**src/rtl/dbg_trig_pkg.sv**
```systemverilog
package dbg_trig_pkg;
  localparam int CTRL_W = 8;
  localparam int NCMP   = 2;

  typedef enum logic [1:0] {
    RA_CTRL  = 2'd0,
    RA_CMPA  = 2'd1,
    RA_CMPB  = 2'd2,
    RA_TRACE = 2'd3
  } reg_addr_e;

  typedef enum logic {
    TM_END   = 1'b0,
    TM_BEGIN = 1'b1
  } trace_mode_e;

  // bit 7 down to bit 0
  typedef struct packed {
    logic en;
    logic arm;
    logic tag;
    logic brk_en;
    logic rwa_val;
    logic rwa_en;
    logic rwb_val;
    logic rwb_en;
  } ctrl_t;
endpackage

```
**src/rtl/dbg_addr_cmp.sv**
```systemverilog
module dbg_addr_cmp #(
  parameter int AW = 8
) (
  input  logic [AW-1:0] bus_addr,
  input  logic          bus_rd,
  input  logic          bus_vld,
  input  logic [AW-1:0] ref_addr,
  input  logic          dir_en,
  input  logic          dir_val,
  output logic          hit
);
  logic dir_ok;

  always_comb begin
    dir_ok = !dir_en || (bus_rd == dir_val);
    hit    = bus_vld && (bus_addr == ref_addr) && dir_ok;
  end
endmodule

```
**src/rtl/dbg_trace_fifo.sv**
```systemverilog
module dbg_trace_fifo #(
  parameter int AW    = 8,
  parameter int DEPTH = 8
) (
  input  logic                         clk,
  input  logic                         rst,
  input  logic                         clr,
  input  logic                         push,
  input  logic [AW-1:0]                din,
  input  logic                         pop,
  output logic [AW-1:0]                dout,
  output logic [$clog2(DEPTH+1)-1:0]   cnt,
  output logic                         full
);
  localparam int PW = (DEPTH > 1) ? $clog2(DEPTH) : 1;
  localparam int CW = $clog2(DEPTH + 1);

  logic [AW-1:0] mem [DEPTH];
  logic [PW-1:0] wr_ptr_q, rd_ptr_q;
  logic [CW-1:0] cnt_q;
  logic          do_push, do_pop;

  assign full    = (cnt_q == CW'(DEPTH));
  assign cnt     = cnt_q;
  assign do_push = push && !full && !clr;
  assign do_pop  = pop && (cnt_q != '0) && !clr;
  assign dout    = mem[rd_ptr_q];

  function automatic logic [PW-1:0] bump(input logic [PW-1:0] p);
    return (p == PW'(DEPTH - 1)) ? '0 : p + 1'b1;
  endfunction

  always_ff @(posedge clk) begin
    if (do_push) mem[wr_ptr_q] <= din;
  end

  always_ff @(posedge clk) begin
    if (rst || clr) begin
      wr_ptr_q <= '0;
      rd_ptr_q <= '0;
      cnt_q    <= '0;
    end else begin
      if (do_push) wr_ptr_q <= bump(wr_ptr_q);
      if (do_pop)  rd_ptr_q <= bump(rd_ptr_q);
      case ({do_push, do_pop})
        2'b10:   cnt_q <= cnt_q + 1'b1;
        2'b01:   cnt_q <= cnt_q - 1'b1;
        default: cnt_q <= cnt_q;
      endcase
    end
  end

  AST_NO_OVERFLOW: assert property (@(posedge clk) disable iff (rst)
    cnt_q <= CW'(DEPTH));
  AST_FULL_DROP: assert property (@(posedge clk) disable iff (rst)
    (push && full && !pop && !clr) |=> $stable(cnt_q));
endmodule

```
**src/rtl/dbg_trig_ctrl.sv**
```systemverilog
module dbg_trig_ctrl
  import dbg_trig_pkg::*;
#(
  parameter int AW    = 8,
  parameter int DEPTH = 8
) (
  input  logic                       clk,
  input  logic                       rst,
  input  logic                       reg_we,
  input  logic                       reg_rd,
  input  logic [1:0]                 reg_addr,
  input  logic [AW-1:0]              reg_wdata,
  output logic [AW-1:0]              reg_rdata,
  input  logic                       secure_i,
  input  logic [AW-1:0]              bus_addr,
  input  logic                       bus_rd,
  input  logic                       bus_vld,
  input  logic                       trace_mode,
  output logic                       brk_req,
  output logic                       brk_tag,
  output logic                       armed,
  output logic                       trace_full,
  output logic [$clog2(DEPTH+1)-1:0] trace_cnt
);
  localparam int CW = $clog2(DEPTH + 1);

  ctrl_t         ctrl_q, wr_ctrl;
  logic [AW-1:0] cmp_q [NCMP];
  logic [NCMP-1:0] hit, dir_en, dir_val;
  logic          armf_q;
  logic          ctrl_wr, pop_req, running, ev, fill_last, done;
  logic [AW-1:0] fifo_dout;

  assign wr_ctrl = ctrl_t'(reg_wdata[CTRL_W-1:0]);
  assign ctrl_wr = reg_we && (reg_addr == RA_CTRL);
  assign pop_req = reg_rd && (reg_addr == RA_TRACE);
  assign running = ctrl_q.en && ctrl_q.arm;

  assign dir_en  = {ctrl_q.rwb_en,  ctrl_q.rwa_en};
  assign dir_val = {ctrl_q.rwb_val, ctrl_q.rwa_val};

  for (genvar g = 0; g < NCMP; g++) begin : g_cmp
    dbg_addr_cmp #(.AW(AW)) u_cmp (
      .bus_addr (bus_addr),
      .bus_rd   (bus_rd),
      .bus_vld  (bus_vld),
      .ref_addr (cmp_q[g]),
      .dir_en   (dir_en[g]),
      .dir_val  (dir_val[g]),
      .hit      (hit[g])
    );
  end

  assign ev        = running && !ctrl_wr && (|hit);
  assign fill_last = (trace_cnt == CW'(DEPTH - 1)) && !pop_req;
  assign done      = ev && ((trace_mode_e'(trace_mode) == TM_END) || fill_last);

  dbg_trace_fifo #(.AW(AW), .DEPTH(DEPTH)) u_fifo (
    .clk  (clk),
    .rst  (rst),
    .clr  (ctrl_wr && wr_ctrl.arm),
    .push (ev),
    .din  (bus_addr),
    .pop  (pop_req),
    .dout (fifo_dout),
    .cnt  (trace_cnt),
    .full (trace_full)
  );

  always_ff @(posedge clk) begin
    if (rst) begin
      ctrl_q    <= '0;
      armf_q    <= 1'b0;
      brk_req   <= 1'b0;
      brk_tag   <= 1'b0;
      reg_rdata <= '0;
      for (int i = 0; i < NCMP; i++) cmp_q[i] <= '0;
    end else begin
      if (ctrl_wr) begin
        ctrl_q    <= wr_ctrl;
        ctrl_q.en <= wr_ctrl.en && !secure_i;
        armf_q    <= wr_ctrl.arm;
      end else if (done) begin
        ctrl_q.arm <= 1'b0;
        armf_q     <= 1'b0;
      end
      for (int i = 0; i < NCMP; i++)
        if (reg_we && (reg_addr == 2'(i + 1))) cmp_q[i] <= reg_wdata;
      brk_req <= done && ctrl_q.brk_en;
      brk_tag <= done && ctrl_q.brk_en && ctrl_q.tag;
      if (reg_rd) begin
        case (reg_addr_e'(reg_addr))
          RA_CTRL:  reg_rdata <= AW'(ctrl_q);
          RA_CMPA:  reg_rdata <= cmp_q[0];
          RA_CMPB:  reg_rdata <= cmp_q[1];
          default:  reg_rdata <= fifo_dout;
        endcase
      end
    end
  end

  assign armed = armf_q;

  AST_SECURE_EN: assert property (@(posedge clk) disable iff (rst)
    (ctrl_wr && secure_i) |=> !ctrl_q.en);
  AST_TAG_IDLE: assert property (@(posedge clk) disable iff (rst)
    !brk_req |-> !brk_tag);
  AST_BRK_GATED: assert property (@(posedge clk) disable iff (rst)
    brk_req |-> ctrl_q.brk_en);
  AST_BRK_PULSE: assert property (@(posedge clk) disable iff (rst)
    brk_req |=> !brk_req);
  AST_BRK_DISARMED: assert property (@(posedge clk) disable iff (rst)
    brk_req |-> (!armed && !ctrl_q.arm));
  AST_STOP_NO_STORE: assert property (@(posedge clk) disable iff (rst)
    (ctrl_wr && !(reg_wdata[6] && reg_wdata[7])) |=> !brk_req);
endmodule

```
**config.mk**
```make
export PLATFORM = sky130hd
export DESIGN_NAME = dbg_trig_ctrl
export DESIGN_NICKNAME = d
export VERILOG_FILES = /design/src/rtl/dbg_trig_pkg.sv /design/src/rtl/dbg_addr_cmp.sv /design/src/rtl/dbg_trace_fifo.sv /design/src/rtl/dbg_trig_ctrl.sv
export SDC_FILE = /design/constraint.sdc
export NUM_CORES = 1
export LEC_CHECK = 0
export CAP_MARGIN = 20
export CORE_MARGIN = 1
export CORE_UTILIZATION = 40
export DETAILED_ROUTE_END_ITERATION = 10
export HOLD_SLACK_MARGIN = 0.1
export SLEW_MARGIN = 0
export SYNTH_ARGS = -nofsm -noshare
export SYNTH_HDL_FRONTEND = slang
export SYNTH_SLANG_ARGS = --single-unit
```
**constraint.sdc**
```tcl
create_clock -name clk -period 6.25 [get_ports clk]
set_input_delay 0.625 -clock clk [delete_from_list [all_inputs] [get_ports clk]]
set_output_delay 0.625 -clock clk [all_outputs]
set_load 0.1 [all_outputs]
```
== Word level (Yosys, flattened, before mapping) ==
Memories as Yosys holds them, arrays and structs flattened. A register that Yosys moved wholly into a read port is not among the register bits.
Index checks and enable logic that the tools add are counted.
Widths: inputs -> output; s select.

* Register bits: 28
* RAM bits: 80
* Output and inout port bits: 16
* Memories kept: 2

{| class="wikitable"
|+ Memory list
! memory !! words !! bits a word !! rd ports !! clocked after memory_dff !! wr ports !! line !! text
|-
| u_fifo.mem || 8 || 8 || 1 || 1 || 1 || dbg_trace_fifo.sv:18 || <nowiki>logic [AW-1:0] mem [DEPTH];</nowiki>
|-
| cmp_q || 2 || 8 || 2 || 0 || 2 || dbg_trig_ctrl.sv:28 || <nowiki>logic [AW-1:0] cmp_q [NCMP];</nowiki>
|}

* Eq/ne operators: 13
* Bitwise operators: 3
* Add/subtract/negate cells: 4
* Multiplexer cells: 20
* Reduce and logical (&&, ||, !) cells: 37

{| class="wikitable"
|+ Operator list
! kind !! count
|-
| $pmux 8 s3 || 1
|-
| $logic_and 1x1->1 || 21
|-
| $eq 8x8->1 || 2
|-
| $mux 8 || 2
|-
| $mux 1 || 12
|-
| $mux 3 || 4
|-
| $pmux 4 s2 || 1
|-
| $logic_not 1->1 || 7
|-
| $add 3x1->3 const B || 2
|-
| $eq 2x2->1 const B || 3
|-
| $eq 3x3->1 const B || 2
|-
| $add 4x1->4 const B || 1
|-
| $eq 2x1->1 const B || 2
|-
| $eq 4x3->1 const B || 1
|-
| $eq 4x4->1 const B || 1
|-
| $logic_or 1x1->1 || 4
|-
| $reduce_bool 2->1 || 2
|-
| $reduce_bool 4->1 || 1
|-
| $sub 4x1->4 const B || 1
|-
| $eq 1x1->1 || 2
|-
| $logic_not 2->1 || 1
|-
| $or 1x1->1 || 2
|-
| $reduce_or 2->1 || 1
|-
| $not 1->1 || 1
|}

== Longest topological paths before layout ==
Gate-level depths: netlist of run 1.

* Depth after elaboration: 9
* Depth in mapped cells: 12
* Mapped depth without buffers: 12

== Cells and area by module ==
A second synthesis of run 1 with hierarchy kept.

* Cell total of the unflattened synthesis: 315
* Area total of the unflattened synthesis: 4840.9 um^2

{| class="wikitable"
|+ By module, submodules not included
! module !! seq. area each (um^2) !! cells an instance !! instances !! area each (um^2)
|-
| dbg_trace_fifo || 2182.1 || 170 || 1 || 3111.7
|-
| dbg_trig_ctrl || 840.8 || 117 || 1 || 1516.5
|-
| dbg_addr_cmp || 0.0 || 14 || 2 || 106.4
|}

== Worst setup path before layout of run 1 ==
No wires, ideal clock.

* Kind: register -> register
* Start: reg u_fifo.cnt_q[3] (netlist: u_fifo.cnt[3])
* End: reg u_fifo.cnt_q[3] (netlist: u_fifo.cnt[3])
* Setup slack: 1521 ps
* Data required time: 6180 ps
* Cell stages (with the launch flop): 11
* Data arrival time: 4659 ps
* Buffers on the path: 0
* Path through: dfxtp_1 > nor4b_2 > nor3_1 > a21boi_2 > inv_2 > ha_1 > nor4bb_1 > a21oi_1 > o32a_1 > or3_1 > a21oi_1

* Cells in the longest elaborated chain, start to end: 6
* Elaborated cells on any way between the ends: 13
* Those cells by class: 2 x add/sub; 3 x eq/ne; 1 x mux; 7 x reduce/logical

{| class="wikitable"
|+ Ends and longest elaborated chain
! what !! line !! text
|-
| from (decl) || dbg_trace_fifo.sv:20 || <nowiki>logic [CW-1:0] cnt_q;</nowiki>
|-
| from (signal assigned) || dbg_trace_fifo.sv:46 || <nowiki>2'b10: cnt_q <= cnt_q + 1'b1;</nowiki>
|-
| from (signal assigned) || dbg_trace_fifo.sv:47 || <nowiki>2'b01: cnt_q <= cnt_q - 1'b1;</nowiki>
|-
| from (signal assigned) || dbg_trace_fifo.sv:48 || <nowiki>default: cnt_q <= cnt_q;</nowiki>
|-
| $eq 4x4->1 * || dbg_trace_fifo.sv:23 || <nowiki>assign full = (cnt_q == CW'(DEPTH));</nowiki>
|-
| via trace_full || dbg_trig_ctrl.sv:22 || <nowiki>output logic trace_full,</nowiki>
|-
| $logic_not 1->1 * || dbg_trace_fifo.sv:25 || <nowiki>assign do_push = push && !full && !clr;</nowiki>
|-
| $logic_and 1x1->1 * (2 in a row) || dbg_trace_fifo.sv:25 ||
|-
| $eq 2x1->1 / $eq 2x2->1 (equally long branches) || dbg_trace_fifo.sv:45 || <nowiki>case ({do_push, do_pop})</nowiki>
|-
| $pmux 4 s2 / $reduce_bool 2->1 (equally long branches) || - ||
|}

The timed path passes the listed nets; every way through them passes the cells marked *.
A chain may end at the register's enable or synchronous reset.

== Worst setup path after layout of run 1 ==
* Start: in reg_addr[0]
* End: reg u_fifo.cnt_q[2] (netlist: u_fifo.cnt[2])

* Cells in the longest elaborated chain, start to end: 9
* Elaborated cells on any way between the ends: 18
* Those cells by class: 3 x eq/ne; 1 x mux; 14 x reduce/logical

{| class="wikitable"
|+ Ends and longest elaborated chain
! what !! line !! text
|-
| from (decl) || dbg_trig_ctrl.sv:11 || <nowiki>input logic [1:0] reg_addr,</nowiki>
|-
| $logic_not 2->1 || dbg_trig_ctrl.sv:35 || <nowiki>assign ctrl_wr = reg_we && (reg_addr == RA_CTRL);</nowiki>
|-
| $logic_and 1x1->1 || dbg_trig_ctrl.sv:35 ||
|-
| $logic_not 1->1 || dbg_trig_ctrl.sv:54 || <nowiki>assign ev = running && !ctrl_wr && (|hit);</nowiki>
|-
| $logic_and 1x1->1 (2 in a row) || dbg_trig_ctrl.sv:54 ||
|-
| $logic_and 1x1->1 (2 in a row) || dbg_trace_fifo.sv:25 ||
|-
| $eq 2x1->1 / $eq 2x2->1 (equally long branches) || dbg_trace_fifo.sv:45 ||
|-
| $pmux 4 s2 / $reduce_bool 2->1 (equally long branches) || - ||
|}

Parallel ways exist; a longest one is shown, timed or not.

==> results of run 1 <==
[per-layer routing]
| layer | track usage (%) | wire, um |
|---|---|---|
| met2 | 27.5 | 4830 |
| met5 | 0 | 0 |
| met1 | 21.8 | 4420 |
| met3 | 3.67 | 426 |
| met4 | 5.33 | 153 |
[per-stage QoR]
stage / area (sq um) / power [W] / instances / utilization, %
finish: 5720 / 0.00157 / 505 / 49.2
global route: 5720 / 0.00162 / 505 / 49.2
CTS: 5720 / 0.00158 / 505 / 49.2
detailed placement: 5380 / 0.000951 / 489 / 46.3
global placement: 5380 / 0.000950 / 489 / 46.3
floorplan: 4840 / 0.000903 / 316 / -
[how the worst max path moves through the flow]
stage             startpoint            end  cells after the start
2_1_floorplan  u_fifo.cnt[3]  u_fifo.cnt[3]                     10
3_3_place_gp     reg_addr[0]  u_fifo.cnt[2]                     13
3_5_place_dp     reg_addr[0]  u_fifo.cnt[2]                     13
4_1_cts          reg_addr[0]  u_fifo.cnt[2]                     13
5_1_grt          reg_addr[0]  u_fifo.cnt[2]                     13
6_report         reg_addr[0]  u_fifo.cnt[2]                     13
[logic make-up after synthesis]
logic type	after synthesis	synth area share, %
buffers and inverters	15	1.58
DFF	111	62.4
AOI/OAI and AO/OA	41	6.36
and+or+nand+nor	78	10.8
muxes	42	13.0
adders and majority gates	7	1.81
xor gates and xnor gates	22	3.98
[sequential cells by signal, summed over array words and instances (netlist names), named ones only]
register         count
ctrl_q               7
u_fifo.cnt           4
reg_rdata            8
brk_req              1
cmp_q               16
u_fifo.wr_ptr_q      3
u_fifo.mem          64
u_fifo.rd_ptr_q      3
armed                1
brk_tag              1
[worst max-delay path: stages]
cell             delay [ns]
clkdlybuf4s50_1        0.87
nor3b_2                0.09
buf_4                  0.22
nor3_1                 0.40
a21boi_2               0.40
inv_2                  0.07
ha_1                   0.26
xor2_1                 0.17
ha_1                   0.19
a21oi_1                0.16
xor2_1                 0.10
or3_1                  0.31
a21oi_1                0.14
[cell usage in the layout, fill, tap and decap left out, types with 2 or more instances in the layout]
cell             instances
ha_1                     7
o21ai_1                  5
nor2_1                  24
and4_1                   3
edfxtp_1                80
nand2_1                  6
clkdlybuf4s50_1         41
o211ai_1                 6
a221oi_1                 4
a21oi_1                  7
o21ai_0                  3
xor2_1                  21
buf_4                    2
and3_1                   2
and2_1                   8
nand4_1                  5
nor3_1                   3
a21o_1                   2
and4b_1                  4
nand2b_1                 2
mux2_1                   7
bufinv_16                2
nor4_4                   3
and3b_1                  2
nand3_1                  3
dfxtp_1                 31
a22oi_1                  4
and4bb_1                 2
or3_1                    2
clkbuf_16               10
mux4_2                  16
a211oi_1                 4
nand3b_1                 2
mux2i_1                 18
[power groups by stage]
stage,Clock (W),Combinational (W),Sequential (W)
3_5_place_dp,0,0.000122,0.000829
6_report,0.000639,0.000121,0.000813
2_1_floorplan,0,0.0000485,0.000854
5_1_grt,0.000679,0.000129,0.000814
3_3_place_gp,0,0.000121,0.000829
4_1_cts,0.000650,0.000122,0.000813
[area by class of cell]
type | instances | share of cell area, %
multi-input cells | 190 | 30.5
clock buffers | 11 | 4.44
repair buffers | 43 | 7.44
inverters | 2 | 0.131
clock inverters | 5 | 1.51
flip-flops and latches | 111 | 52.9
well taps | 143 | 3.13
==> flow_summary.rst, run 1 <==
.. list-table::
   :header-rows: 1

   * - Metric
     - Value
   * - Result of the run
     - complete, but fails checks
   * - Violated checks
     - DRC
   * - Max-slew violations
     - 0
   * - Number of inserted filler cells in the final layout
     - 1015
   * - Number of antenna violations at the first check in global routing
     - 0
   * - Leakage power figure
     - around 1.9 nW
   * - Wire per inst
     - roughly 20 um
   * - Placeable Area
     - 0.0116 sq mm
   * - Average via count per standard cell
     - 5.51
   * - Setup Slack @ Placement
     - approximately 2.2 ns
   * - Average size of a mapped cell
     - 15.3 sq um
   * - Sinks on Clock Net
     - about 110
   * - Violation count after the first detailed-route iteration
     - 146
   * - Arrival time at the worst endpoint
     - around 4 ns
   * - I/O pin count
     - 42
   * - Die outline height
     - between 100 and 150 um
   * - Max transition margin
     - around a third
   * - RR Startpoint
     - cmp_q[0][14]
   * - Hold Path Stages
     - 2
   * - Area used by multi-input combinational logic
     - 0.00174 sq mm
   * - Net total in the final layout
     - 390
   * - DRT Wirelength
     - slightly below 10000 um
   * - P_int
     - 0.00122 W
   * - Most frequent cells after synthesis
     - edfxtp_1 (80), dfxtp_1 (31), nor2_1 (24), xor2_1 (21), mux2i_1 (18)
   * - Min Clock Period, post-route
     - 3.74 ns
   * - GPL Wtd Cong
     - ~0.77
   * - Number of clock buffers inserted by TritonCTS
     - 9
   * - Endpoint of the worst register-to-register path
     - u_fifo.cnt[2]
   * - Share of total power in the clock network
     - 40.6%
   * - DRT Pass-1 Iters
     - 7
   * - CP max FO
     - 14
   * - Worst Hold Path EP
     - reg_rdata[5]
   * - Yosys cell types
     - 50
   * - Syn nets
     - 349
   * - Min-delay src
     - reg_rdata[5]
   * - Flop and latch count out of synthesis
     - about 110
   * - Number of core rows
     - 39
   * - Number of standard cells after synthesis
     - about 320
   * - Number of buffers inserted by port buffering
     - between 40 and 50
   * - Netlist Area Pre-Place
     - about 0.0048 sq mm
   * - Power spent charging and discharging nets
     - about 0.00035 W
   * - Final setup violation count
     - 0
   * - Ratio of cells with drive above 1 in the final layout
     - 12.4%
   * - Post-synth EDFFs
     - 80
   * - CP required
     - approximately 6.5 ns
   * - Layout area overhead
     - 18.1%
   * - Sequential share of power
     - roughly 52%
   * - Most frequent cell after synthesis
     - edfxtp_1
   * - Seq. cell area
     - between 0.003 and 0.004 sq mm
   * - Post-route setup TNS
     - 0 ns
   * - # H-tree levels
     - 3
   * - Register-to-Register Path Depth
     - 12
   * - Hold-fix buffers at CTS
     - 0
   * - Switching share of total power
     - ~22%
   * - Vias in the first global route
     - 2740
   * - Overall track demand over capacity in global routing
     - 16.6%
   * - Final period util
     - between 50% and 60%
   * - Later-pin clock latency in the skew report
     - between 0.3 and 0.4 ns
   * - Worst hold-check path type
     - flop to flop
   * - Grt ovf
     - 0
   * - Cell taking the most area after synthesis
     - edfxtp_1
   * - Final clock skew
     - about 0.0085 ns
   * - Kind of end point of the critical path
     - flop
   * - Start-to-end type of the worst setup path
     - input pin to flop
   * - Highest ir drop seen on vdd
     - around 140 uV
   * - Horizontal die dimension
     - 112 um
   * - Post-CTS Setup Repair Bufs
     - 0
   * - Async set-or-reset flop fraction in the synthesized netlist
     - 0%
   * - Wire length of the first global-routing pass
     - around 15000 um
   * - Worst-case register-to-register setup slack
     - between 3 and 4 ns
   * - Number of max-cap violations
     - 0
   * - Dominant register cell in the synthesized netlist
     - edfxtp_1
   * - CTS-repair resized insts
     - 0
   * - Category of the worst setup path launch point
     - input pin
   * - Power Dens Cells
     - ~280 mW/mm^2
   * - TritonCTS clock tree
     - yes
   * - Number of diodes
     - 0
   * - Largest net degree at the start of global routing
     - 24
   * - PnR worst setup slack
     - 2.51 ns
   * - Slew at the pin closest to its max-slew limit
     - between 1 and 1.5 ns
   * - Clk Tree Root Cell
     - clkbuf_16
   * - Sequential-to-total area share from yosys stat
     - between 60 and 70%
   * - Clock transition at path regs
     - about 0.070 ns
   * - Maximum clock insertion buffer count
     - 2
   * - Vias
     - 2785
   * - Unrepaired setup endpoints after global routing
     - no
   * - Detailed placer's ending HPWL
     - a little under 7000 um
   * - Worst hold slack
     - 0.489 ns
   * - Residual DRC count
     - 1
   * - Initial standard-cell utilization of the core
     - about two fifths
   * - Total number of yosys warnings
     - 0
   * - Cell types with the largest area share after synthesis
     - edfxtp_1 (50%), dfxtp_1 (13%), mux4_2 (7.4%)
   * - Hold Violations, Final
     - 0
   * - Area fraction of the dominant cell type after synthesis
     - a little under 50%
   * - Total Die Area
     - 0.0125 sq mm
   * - ANT nets after route
     - 0
   * - Fmax
     - between 200 and 300 MHz
   * - Share of power burned in combinational logic
     - around 7.7%
Note: power is estimated with default switching activity, not from simulation.
==> inputs of run 2 (changes only) <==
Clock period 6.25 ns to 3.9 ns, I/O delays scaled along.
==> run 2 against run 1 <==
Net effect:
- the flow now finishes without violations
- clock power grew 36%
- final cell count up 1.2%
- worst hold slack worse by 0.0018 ns
==> flow_summary.rst, run 2 (synthesis gave the netlist of run 1 again) <==
.. list-table::
   :header-rows: 1

   * - Metric
     - Value
   * - CP max FO
     - 10 (-4)
   * - Final setup violation count
     - 0 (unchanged)
   * - Layout area overhead
     - 17.8%
   * - Net total in the final layout
     - 396 (+1.5%)
   * - Final period util
     - a little over four fifths
   * - PnR worst setup slack
     - 0.599 ns (-1.91 ns)
   * - Category of the worst setup path launch point
     - input pin
   * - Slew at the pin closest to its max-slew limit
     - 0.988 ns (-0.0163 ns)
   * - Wire per inst
     - 20.7 um (+6.1%)
   * - Sinks on Clock Net
     - 111 (unchanged)
   * - Worst hold-check path type
     - flop to flop
   * - Number of core rows
     - 39 (unchanged)
   * - Grt ovf
     - 0 (unchanged)
   * - Fmax
     - between 300 and 400 MHz
   * - ANT nets after route
     - 0 (unchanged)
   * - Total instance count after detailed placement
     - 495 (+1.2%)
   * - Unrepaired setup endpoints after global routing
     - no
   * - Arrival time at the worst endpoint
     - 3.58 ns (-0.44 ns)
   * - Number of antenna violations at the first check in global routing
     - 0 (unchanged)
   * - Post-CTS Setup Repair Bufs
     - 0 (unchanged)
   * - Number of max-cap violations
     - 0 (unchanged)
   * - Post-route setup TNS
     - 0 ns (unchanged)
   * - Residual DRC count
     - 0 (-1)
   * - Non-filler instance count after layout
     - 511 (+1.2%)
   * - Most used cells in the layout excluding fill and tap cells
     - edfxtp_1 (80), clkdlybuf4s50_1 (41), dfxtp_1 (30)
   * - Max transition margin
     - 33.9% (+1.1 points)
   * - TritonCTS clock tree
     - yes
   * - I/O pin count
     - 42 (unchanged)
   * - Hold-fix buffers at CTS
     - 0 (unchanged)
   * - Total Die Area
     - 0.0125 sq mm (unchanged)
   * - Number of clock buffers inserted by TritonCTS
     - 9 (unchanged)
   * - Wire length of the first global-routing pass
     - 16600 um (+8.6%)
   * - Clk Tree Root Cell
     - clkbuf_16
   * - # H-tree levels
     - 3 (unchanged)
   * - Leakage power figure
     - 1.90 nW (about the same)
   * - Max-slew violations
     - 0 (unchanged)
   * - Post-detailed-placement cell area
     - 0.00543 sq mm (+1.0%)
   * - Register with the most flip-flops
     - u_fifo.mem
   * - Violation count after the first detailed-route iteration
     - 142 (-2.7%)
   * - Vias
     - 2835 (+1.8%)
   * - DRT Wirelength
     - 10600 um (+7.3%)
   * - Initial standard-cell utilization of the core
     - 41.7% (unchanged)
   * - Largest net degree at the start of global routing
     - 23 (-4.2%)
   * - Horizontal die dimension
     - 112 um (unchanged)
   * - Final clock skew
     - 0.00917 ns (+0.000706 ns)
   * - Maximum clock insertion buffer count
     - 2 (unchanged)
   * - Overall track demand over capacity in global routing
     - 18.1% (+1.5 points)
   * - Start-to-end type of the worst setup path
     - input pin to flop
   * - Average via count per standard cell
     - 5.55 (+0.60%)
   * - Placeable Area
     - 0.0116 sq mm (unchanged)
   * - Flip-flop count of the largest register after layout
     - 64 (unchanged)
   * - Clock transition at path regs
     - 0.07 ns (about the same)
   * - Kind of end point of the critical path
     - flop
   * - Setup Slack @ Placement
     - 0.273 ns (-1.90 ns)
   * - Later-pin clock latency in the skew report
     - 0.35 ns (about the same)
   * - Vias in the first global route
     - 2886 (+5.3%)
   * - Highest ir drop seen on vdd
     - 206 uV (+45%)
   * - Largest registers
     - u_fifo.mem (64), cmp_q (16), reg_rdata (8)
   * - Detailed placer's ending HPWL
     - 7470 um (+8.1%)
   * - Ratio of cells with drive above 1 in the final layout
     - 13.9% (+1.4 points)
   * - CTS-repair resized insts
     - 0 (unchanged)
   * - Power Dens Cells
     - 415 mW/mm^2 (+51%)
   * - Number of buffers inserted by port buffering
     - 41 (unchanged)
   * - Hold Violations, Final
     - 0 (unchanged)
   * - Worst hold slack
     - 0.487 ns (-0.00185 ns)
   * - Number of diodes
     - 0 (unchanged)
   * - Number of inserted filler cells in the final layout
     - 1031 (+1.6%)
   * - Min Clock Period, post-route
     - around 3.3 ns
   * - Most common library cell in the layout ignoring fill and taps
     - edfxtp_1
   * - Die outline height
     - 112 um (unchanged)
   * - GPL Wtd Cong
     - 0.774 (+1.0%)
   * - DRT Pass-1 Iters
     - 4 (-3)
   * - Result of the run
     - completed
   * - Final cell area excluding filler cells
     - 0.00570 sq mm (-0.24%)
   * - CP required
     - 4.18 ns (-2.35 ns)
run 2: layout make-up:
class | count | area, sq um | area share [%]
clock buffer | 10 | 229 | 4.01
clock inverter | 6 | 42.5 | 0.746
inverter | 2 | 7.51 | 0.132
multi-input combinational | 190 | 1750 | 30.7
sequential | 111 | 3020 | 53.0
tap | 143 | 179 | 3.14
timing repair buffer | 49 | 470 | 8.25
run 2: routing by layer:
metal  vias to the layer above  share of wire (%)  GRT usage, %
met3                        22                4.7          2.43
met5                         -                  0             0
met1                      1391                 44          23.8
met4                         0                3.5          10.1
met2                        79                 47          29.1
li1                       1343                  -             -
run 2: power by group:
part | total, W | switching [W] | internal (W)
Sequential | 0.00130 | 0.0000175 | 0.00129
Clock | 0.000867 | 0.000428 | 0.000439
Combinational | 0.000199 | 0.000128 | 0.0000718
Total | 0.00237 | 0.000573 | 0.00180
run 2: through the flow:
step	total power [W]	util, %
2_1_floorplan	0.00145	-
3_3_place_gp	0.00153	46.8
3_5_place_dp	0.00153	46.8
4_1_cts	0.00238	49.1
5_1_grt	0.00244	49.1
6_report	0.00237	49.1
run 2: path summary, 6_finish.rpt:
check / cells past startpoint / endpoint / from / slack, ns
hold reg to reg: 2 / reg_rdata[1] / reg_rdata[1] / 0.49
setup / recovery: 13 / u_fifo.cnt[2] / bus_addr[6] / 0.60
setup reg to reg: 11 / u_fifo.cnt[2] / u_fifo.cnt[1] / 0.92
hold / removal: 2 / reg_rdata[1] / reg_rdata[1] / 0.49
run 2: worst max-delay path: stages:
cell and delay (ns):
clkdlybuf4s50_1 0.62, xor2_1 0.27, nor4_2 0.36, nand3_1 0.21
a21boi_2 0.36, inv_2 0.07, ha_1 0.26, xor2_1 0.17
ha_1 0.19, a21oi_1 0.14, xor2_1 0.09, or3_1 0.31
a21oi_1 0.14
